**src/rtl/twi_mem_pkg.sv**
```systemverilog
package twi_mem_pkg;

  // protocol phase of the slave
  typedef enum logic [2:0] {
    ST_IDLE = 3'd0,  // waiting for START
    ST_DEV  = 3'd1,  // receiving select byte
    ST_ADR  = 3'd2,  // receiving byte address
    ST_WR   = 3'd3,  // receiving data byte
    ST_RD   = 3'd4,  // sending data bytes
    ST_WAIT = 3'd5   // silent until START or STOP
  } twi_state_e;

  localparam logic [3:0] DEV_PREFIX = 4'b1010;

endpackage

```
**src/rtl/twi_line_sync.sv**
```systemverilog
module twi_line_sync #(
  parameter int STAGES = 2
) (
  input  logic clk,
  input  logic rst,
  input  logic scl_i,
  input  logic sda_i,
  input  logic lock_i,
  output logic scl_o,
  output logic sda_o,
  output logic lock_o,
  output logic scl_rise,
  output logic scl_fall,
  output logic start_det,
  output logic stop_det
);

  logic [STAGES-1:0] scl_sh, sda_sh, lock_sh;
  logic scl_p, sda_p;

  always_ff @(posedge clk) begin
    if (rst) begin
      scl_sh  <= '1;
      sda_sh  <= '1;
      lock_sh <= '0;
      scl_p   <= 1'b1;
      sda_p   <= 1'b1;
    end else begin
      scl_sh  <= {scl_sh[STAGES-2:0], scl_i};
      sda_sh  <= {sda_sh[STAGES-2:0], sda_i};
      lock_sh <= {lock_sh[STAGES-2:0], lock_i};
      scl_p   <= scl_sh[STAGES-1];
      sda_p   <= sda_sh[STAGES-1];
    end
  end

  assign scl_o     = scl_sh[STAGES-1];
  assign sda_o     = sda_sh[STAGES-1];
  assign lock_o    = lock_sh[STAGES-1];
  assign scl_rise  = scl_o & ~scl_p;
  assign scl_fall  = ~scl_o & scl_p;
  // data edges qualified by a clock that stayed high
  assign start_det = scl_o & scl_p & sda_p & ~sda_o;
  assign stop_det  = scl_o & scl_p & ~sda_p & sda_o;

endmodule

```
**src/rtl/twi_busy_timer.sv**
```systemverilog
module twi_busy_timer #(
  parameter int CYCLES = 1000
) (
  input  logic clk,
  input  logic clr,
  input  logic start_i,
  output logic busy_o
);

  localparam int CW = $clog2(CYCLES + 1);

  logic [CW-1:0] cnt;

  always_ff @(posedge clk) begin
    if (clr)               cnt <= '0;
    else if (start_i)      cnt <= CW'(CYCLES);
    else if (cnt != '0)    cnt <= cnt - CW'(1);
  end

  assign busy_o = (cnt != '0);

endmodule

```
**src/rtl/twi_byte_ram.sv**
```systemverilog
module twi_byte_ram #(
  parameter int AW = 9,
  parameter int DW = 8
) (
  input  logic          clk,
  input  logic          we,
  input  logic [AW-1:0] waddr,
  input  logic [DW-1:0] wdata,
  input  logic [AW-1:0] raddr,
  output logic [DW-1:0] rdata
);

  localparam int DEPTH = 1 << AW;

  logic [DW-1:0] mem [DEPTH];

  // single write port, registered read port
  always_ff @(posedge clk) begin
    if (we) mem[waddr] <= wdata;
    rdata <= mem[raddr];
  end

endmodule

```
**src/rtl/twi_mem_slave.sv**
```systemverilog
module twi_mem_slave
  import twi_mem_pkg::*;
#(
  parameter int ADDR_W      = 8,    // byte address bits, at most 8
  parameter int SEL_BITS    = 1,    // block bits taken from the select byte, 1..3
  parameter int WR_CYCLES   = 1000, // programming window in clocks
  parameter int SYNC_STAGES = 2
) (
  input  logic clk,
  input  logic rst,
  input  logic por_hold,
  input  logic scl_i,
  input  logic sda_i,
  input  logic wr_lock,
  output logic sda_low,
  output logic busy
);

  localparam int AW = ADDR_W + SEL_BITS;

  logic scl_s, sda_s, lock_s, scl_rise, scl_fall, start_det, stop_det;
  logic clr, mem_we, dev_ok;
  logic [7:0] rdata, rx, tx;
  logic [3:0] bit_cnt;
  logic ack_ph, oe, mack, wr_pend;
  logic [AW-1:0] addr, wr_addr;
  logic [7:0] wr_data;
  twi_state_e state, nxt;

  assign clr = rst | por_hold;

  twi_line_sync #(.STAGES(SYNC_STAGES)) u_sync (
    .clk(clk), .rst(rst), .scl_i(scl_i), .sda_i(sda_i), .lock_i(wr_lock),
    .scl_o(scl_s), .sda_o(sda_s), .lock_o(lock_s),
    .scl_rise(scl_rise), .scl_fall(scl_fall),
    .start_det(start_det), .stop_det(stop_det)
  );

  twi_busy_timer #(.CYCLES(WR_CYCLES)) u_timer (
    .clk(clk), .clr(clr), .start_i(mem_we), .busy_o(busy)
  );

  twi_byte_ram #(.AW(AW), .DW(8)) u_ram (
    .clk(clk), .we(mem_we), .waddr(wr_addr), .wdata(wr_data),
    .raddr(addr), .rdata(rdata)
  );

  // commit the held byte on the STOP that ends an accepted write
  assign mem_we = stop_det & wr_pend & ~busy & ~por_hold;

  // prefix, then zeros above the block bits
  assign dev_ok = (rx[7:4] == DEV_PREFIX) && ((rx[3:1] >> SEL_BITS) == 3'd0);

  always_ff @(posedge clk) begin
    if (clr) begin
      state   <= ST_IDLE;
      nxt     <= ST_IDLE;
      bit_cnt <= '0;
      ack_ph  <= 1'b0;
      oe      <= 1'b0;
      rx      <= '0;
      tx      <= '0;
      mack    <= 1'b0;
      wr_pend <= 1'b0;
      wr_addr <= '0;
      wr_data <= '0;
      if (rst) addr <= '0;
    end else if (busy) begin
      state   <= ST_IDLE;
      bit_cnt <= '0;
      ack_ph  <= 1'b0;
      oe      <= 1'b0;
      wr_pend <= 1'b0;
    end else if (start_det) begin
      state   <= ST_DEV;
      bit_cnt <= '0;
      ack_ph  <= 1'b0;
      oe      <= 1'b0;
      wr_pend <= 1'b0;
    end else if (stop_det) begin
      state   <= ST_IDLE;
      bit_cnt <= '0;
      ack_ph  <= 1'b0;
      oe      <= 1'b0;
      wr_pend <= 1'b0;
    end else begin
      unique case (state)
        ST_DEV, ST_ADR, ST_WR: begin
          if (!ack_ph) begin
            if (scl_rise && bit_cnt < 4'd8) begin
              rx      <= {rx[6:0], sda_s};
              bit_cnt <= bit_cnt + 4'd1;
            end else if (scl_fall && bit_cnt == 4'd8) begin
              ack_ph <= 1'b1;
              if (state == ST_DEV) begin
                if (dev_ok) begin
                  oe                   <= 1'b1;
                  addr[AW-1:ADDR_W]    <= rx[SEL_BITS:1];
                  nxt                  <= rx[0] ? ST_RD : ST_ADR;
                end else begin
                  state   <= ST_IDLE;
                  ack_ph  <= 1'b0;
                  bit_cnt <= '0;
                end
              end else if (state == ST_ADR) begin
                oe               <= 1'b1;
                addr[ADDR_W-1:0] <= rx[ADDR_W-1:0];
                nxt              <= ST_WR;
              end else begin
                nxt <= ST_WAIT;
                if (!lock_s) begin
                  oe      <= 1'b1;
                  wr_addr <= addr;
                  wr_data <= rx;
                  wr_pend <= 1'b1;
                  addr    <= addr + AW'(1);
                end
              end
            end
          end else if (scl_fall) begin
            ack_ph  <= 1'b0;
            bit_cnt <= '0;
            state   <= nxt;
            if (nxt == ST_RD) begin
              oe   <= ~rdata[7];
              tx   <= {rdata[6:0], 1'b0};
              addr <= addr + AW'(1);
            end else begin
              oe <= 1'b0;
            end
          end
        end
        ST_RD: begin
          if (!ack_ph) begin
            if (scl_rise && bit_cnt < 4'd8) begin
              bit_cnt <= bit_cnt + 4'd1;
            end else if (scl_fall && bit_cnt == 4'd8) begin
              oe     <= 1'b0;
              ack_ph <= 1'b1;
            end else if (scl_fall && bit_cnt != 4'd0) begin
              oe <= ~tx[7];
              tx <= {tx[6:0], 1'b0};
            end
          end else if (scl_rise) begin
            mack <= ~sda_s;
          end else if (scl_fall) begin
            ack_ph  <= 1'b0;
            bit_cnt <= '0;
            if (mack) begin
              oe   <= ~rdata[7];
              tx   <= {rdata[6:0], 1'b0};
              addr <= addr + AW'(1);
            end else begin
              oe    <= 1'b0;
              state <= ST_WAIT;
            end
          end
        end
        default: begin
          oe <= 1'b0;
        end
      endcase
    end
  end

  assign sda_low = oe;

  AST_POR_QUIET: assert property (@(posedge clk) disable iff (rst)
    por_hold |=> !sda_low) else $error("por hold drove sda");
  AST_BUSY_QUIET: assert property (@(posedge clk) disable iff (rst)
    busy |-> !sda_low) else $error("sda driven while busy");
  AST_BUSY_AFTER_WE: assert property (@(posedge clk) disable iff (rst || por_hold)
    mem_we |=> busy) else $error("commit without busy window");
  AST_DRIVE_ON_LOW: assert property (@(posedge clk) disable iff (rst)
    $rose(sda_low) |-> !$past(scl_s)) else $error("drive began with scl high");

endmodule

```
**config.mk**
```make
export PLATFORM = sky130hd
export DESIGN_NAME = twi_mem_slave
export DESIGN_NICKNAME = d
export VERILOG_FILES = /design/src/rtl/twi_mem_pkg.sv /design/src/rtl/twi_line_sync.sv /design/src/rtl/twi_busy_timer.sv /design/src/rtl/twi_byte_ram.sv /design/src/rtl/twi_mem_slave.sv
export SDC_FILE = /design/constraint.sdc
export NUM_CORES = 2
export LEC_CHECK = 0
export ABC_AREA = 0
export BUFFER_PORTS_ARGS = -buffer_cell sky130_fd_sc_hd__buf_2
export CORE_AREA = 2 2 456 639
export DETAILED_ROUTE_END_ITERATION = 7
export DIE_AREA = 0 0 458 641
export PLACE_DENSITY = 0.75
export SYNTH_ARGS = -nofsm -noshare
export SYNTH_HDL_FRONTEND = slang
export SYNTH_HIERARCHICAL = 1
export SYNTH_SLANG_ARGS = --single-unit
```
**constraint.sdc**
```tcl
create_clock -name clk -period 7.95 [get_ports clk]
set_input_delay 0.3975 -clock clk [delete_from_list [all_inputs] [get_ports clk]]
set_output_delay 0.3975 -clock clk [all_outputs]
set_load 0.005 [all_outputs]
```
==> metrics.txt <==
Post-synth top cells edfxtp_1 (4105), mux2i_1 (825), nor2_1 (656), mux4_2 (654), o221ai_1 (372); largest net degree at the start of global routing 217; sequential fraction of the synthesis area 76.2%; Reg power frac between 40 and 50%; vias post-DR between 80000 and 90000; Resize count post-CTS 0; failing checks max-capacitance violations; TNS Setup 0 ns; Residual DRC 0; WS Path Type flip-flop to flip-flop; TritonCTS buffer count between 300 and 400; Power Dens Cells ~280 mW/mm^2; grt ovf 0; Synth cell types between 80 and 90; Yosys warning total 6; share of layout cells above drive strength 1 approximately 16%; switching power approximately 13 mW; Clock Sinks between 4000 and 5000; Critical Path Most Common Cell nor4_1; first-pass GRT wire length a little under 600000 um; ys flop type edfxtp_1; clock root buffer clkbuf_16; Setup WS post-layout 2.01 ns; layout net count approximately 8400; pre-CTS setup slack about 2.2 ns; Clock Pin Slew Worst Setup and Hold Paths around 0.06 ns; iteration-0 DRC count of the detailed router 11452; initial antenna violation count 8; Routed Antenna Nets 0; Gate Count Post-Synth around 8400; Worst-Skew Late Latency approximately 0.92 ns; Leakage about 52 nW; status finished with violations; Critical Path AT around 6.8 ns; MaxCap Viol Count 2; Clk pwr share a little over a third; die area 0.294 mm^2; Max VDD drop between 0.2 and 0.3 mV; Crit path max-delay family simple AND/OR/NAND/NOR gates; CTS tree built; Placement Rows 233; Crit. End Element flip-flop; Layout area overhead 9.37%; syn nets 8441; most common cell in the netlist edfxtp_1; number of vias per cell between 6 and 7; GPL Wtd Cong between 0.9 and 1; H-Tree Depth 5; switching portion of total power between 20% and 30%; CP max-delay cell nor4_1; vias in the first global route 85178; total track usage roughly 28%; synthesized area approximately 0.16 mm^2; syn_area_per_cell between 15 and 20 um^2; CP bufs+invs 2; Slew HR approximately 1.8%; number of synthesized flops with an enable pin 4105; Setup-failing EPs final 0; Routed wire per std cell roughly 33 um; Critical Path Source Type flip-flop; Post-synth ARST share 0%; Slew @ Worst Pin ~1.5 ns; Worst Path Max Fanout between 100 and 150; # IOs 8; die width approximately 460 um; min cycle time layout 5.94 ns; Int Pwr around 37 mW; CP max stage delay 0.95 ns; pins over their slew limit 0; core box area 0.287 mm^2; Synth area leader edfxtp_1; combinational share of power about 17%; Synth top area share roughly 75%; min-delay worst type input pin to flip-flop; worst path required time between 8 and 9 ns; post-synthesis register bit count roughly 4200; DR pass1 iterations 6; IO Port Bufs 7; Cell Chain, Critical Path buf_12, nand2b_4, buf_4, o221ai_1, nor3_1, nor4_1, o311ai_0, nor4_1, o2111a_1; Tcrit/Tclk final between 70% and 80%; maximum achievable frequency 168 MHz; top cells by area, synth edfxtp_1 (75%), mux4_2 (9.0%), mux2i_1 (5.0%), o221ai_1 (2.0%), nor2_1 (1.5%); DP HPWL between 200000 and 250000 um; Clock Skew between 0.04 and 0.05 ns; die height about 640 um; Clock Tree Buf Depth 4; final hold vios 0; drt total wl 415000 um; initial core utilization 56.9%; RSZ-0062 raised after global routing false; Hold Buf Count CTS 8; # Post-CTS Setup Buffers 0
worst paths after layout:
| kind | from | end | slack (ns) | depth (start not counted) |
|---|---|---|---|---|
| setup / recovery | addr[1] | u_ram/rdata[7] | 2.01 | 9 |
| hold / removal | rst | u_sync/lock_sh[1] | 0.35 | 3 |
| setup reg to reg | addr[1] | u_ram/rdata[7] | 2.01 | 9 |
| hold reg to reg | u_sync/lock_sh[0] | u_sync/lock_sh[1] | 0.45 | 1 |
worst register-to-register path, delay by kind of cell, from the launching register on:
family,cells,cell delay [ns]
buffers and inverters,2,1.24
AND/OR/NAND/NOR,4,2.70
flip-flops,1,0.50
AO/OA/AOI/OAI,3,1.43
sequential cells by signal, summed over array words and instances (netlist names), 3 cells and up:
signal,cells
addr,9
rx,8
wr_addr,9
state,3
u_ram/rdata,8
wr_data,8
bit_cnt,4
u_ram/mem,4096
nxt,3
tx,7
u_timer/cnt,10
power by group through the flow:
stage / clock network, mW / registers [mW] / logic (mW)
4_1_cts: 18.0 / 23.9 / 8.66
3_5_place_dp: 0 / 24.4 / 8.62
3_3_place_gp: 0 / 24.4 / 8.54
2_1_floorplan: 0 / 24.4 / 6.10
5_1_grt: 18.8 / 23.9 / 9.03
6_report: 17.8 / 23.9 / 8.79
cell families after synthesis:
family	synth area share (%)
multiplexers	14.1
buffers and inverters	1.91
AO/OA/AOI/OAI	4.61
flip-flops	76.2
AND/OR/NAND/NOR	3.13
XOR/XNOR	0.0428
adder cells (fa/ha/maj)	0.0306
cell usage in the layout, fill, tap and decap left out, types with 62 or more instances in the layout:
| master | n |
|---|---|
| nor2_1 | 655 |
| o221ai_1 | 372 |
| dfxtp_1 | 64 |
| clkinv_1 | 70 |
| a21oi_1 | 213 |
| a22oi_1 | 62 |
| mux4_2 | 654 |
| nor3_1 | 120 |
| o22ai_1 | 164 |
| edfxtp_1 | 4105 |
| clkinv_2 | 70 |
| o21ai_0 | 133 |
| clkbuf_16 | 377 |
| buf_4 | 111 |
| nand2_1 | 117 |
| mux2i_1 | 825 |
cell type report:
class / instances / area (um^2)
Antenna cell: 9 / 22.5
Multi-Input combinational cell: 3707 / 35900
Clock buffer: 437 / 9720
Inverter: 15 / 63.8
Timing Repair Buffer: 155 / 1510
Fill cell: 19142 / 109000
Clock inverter: 226 / 2230
Tap cell: 3760 / 4700
Sequential cell: 4177 / 125000
per-layer routing:
metal,up-vias,global-route usage [%],wire (um)
li1,34835,-,-
met3,1103,4.46,37500
met5,-,0,90
met4,12,15.7,26500
met2,5316,47.1,209000
met1,44317,34.8,142000
metrics by stage:
| stage | hold WS [ns] | instances | total power, mW | utilization (%) | instance area, um^2 |
|---|---|---|---|---|---|
| floorplan | 0.383 | 8431 | 30.5 | - | 164000 |
| global route | 0.349 | 12478 | 51.7 | 62.2 | 179000 |
| finish | 0.348 | 12486 | 50.5 | 62.3 | 179000 |
| CTS | 0.300 | 12476 | 50.6 | 62.2 | 179000 |
| detailed placement | 0.443 | 11805 | 33.0 | 58.1 | 167000 |
| global placement | 0.434 | 11805 | 32.9 | 58.1 | 167000 |
Note: power is estimated with default switching activity, not from simulation.
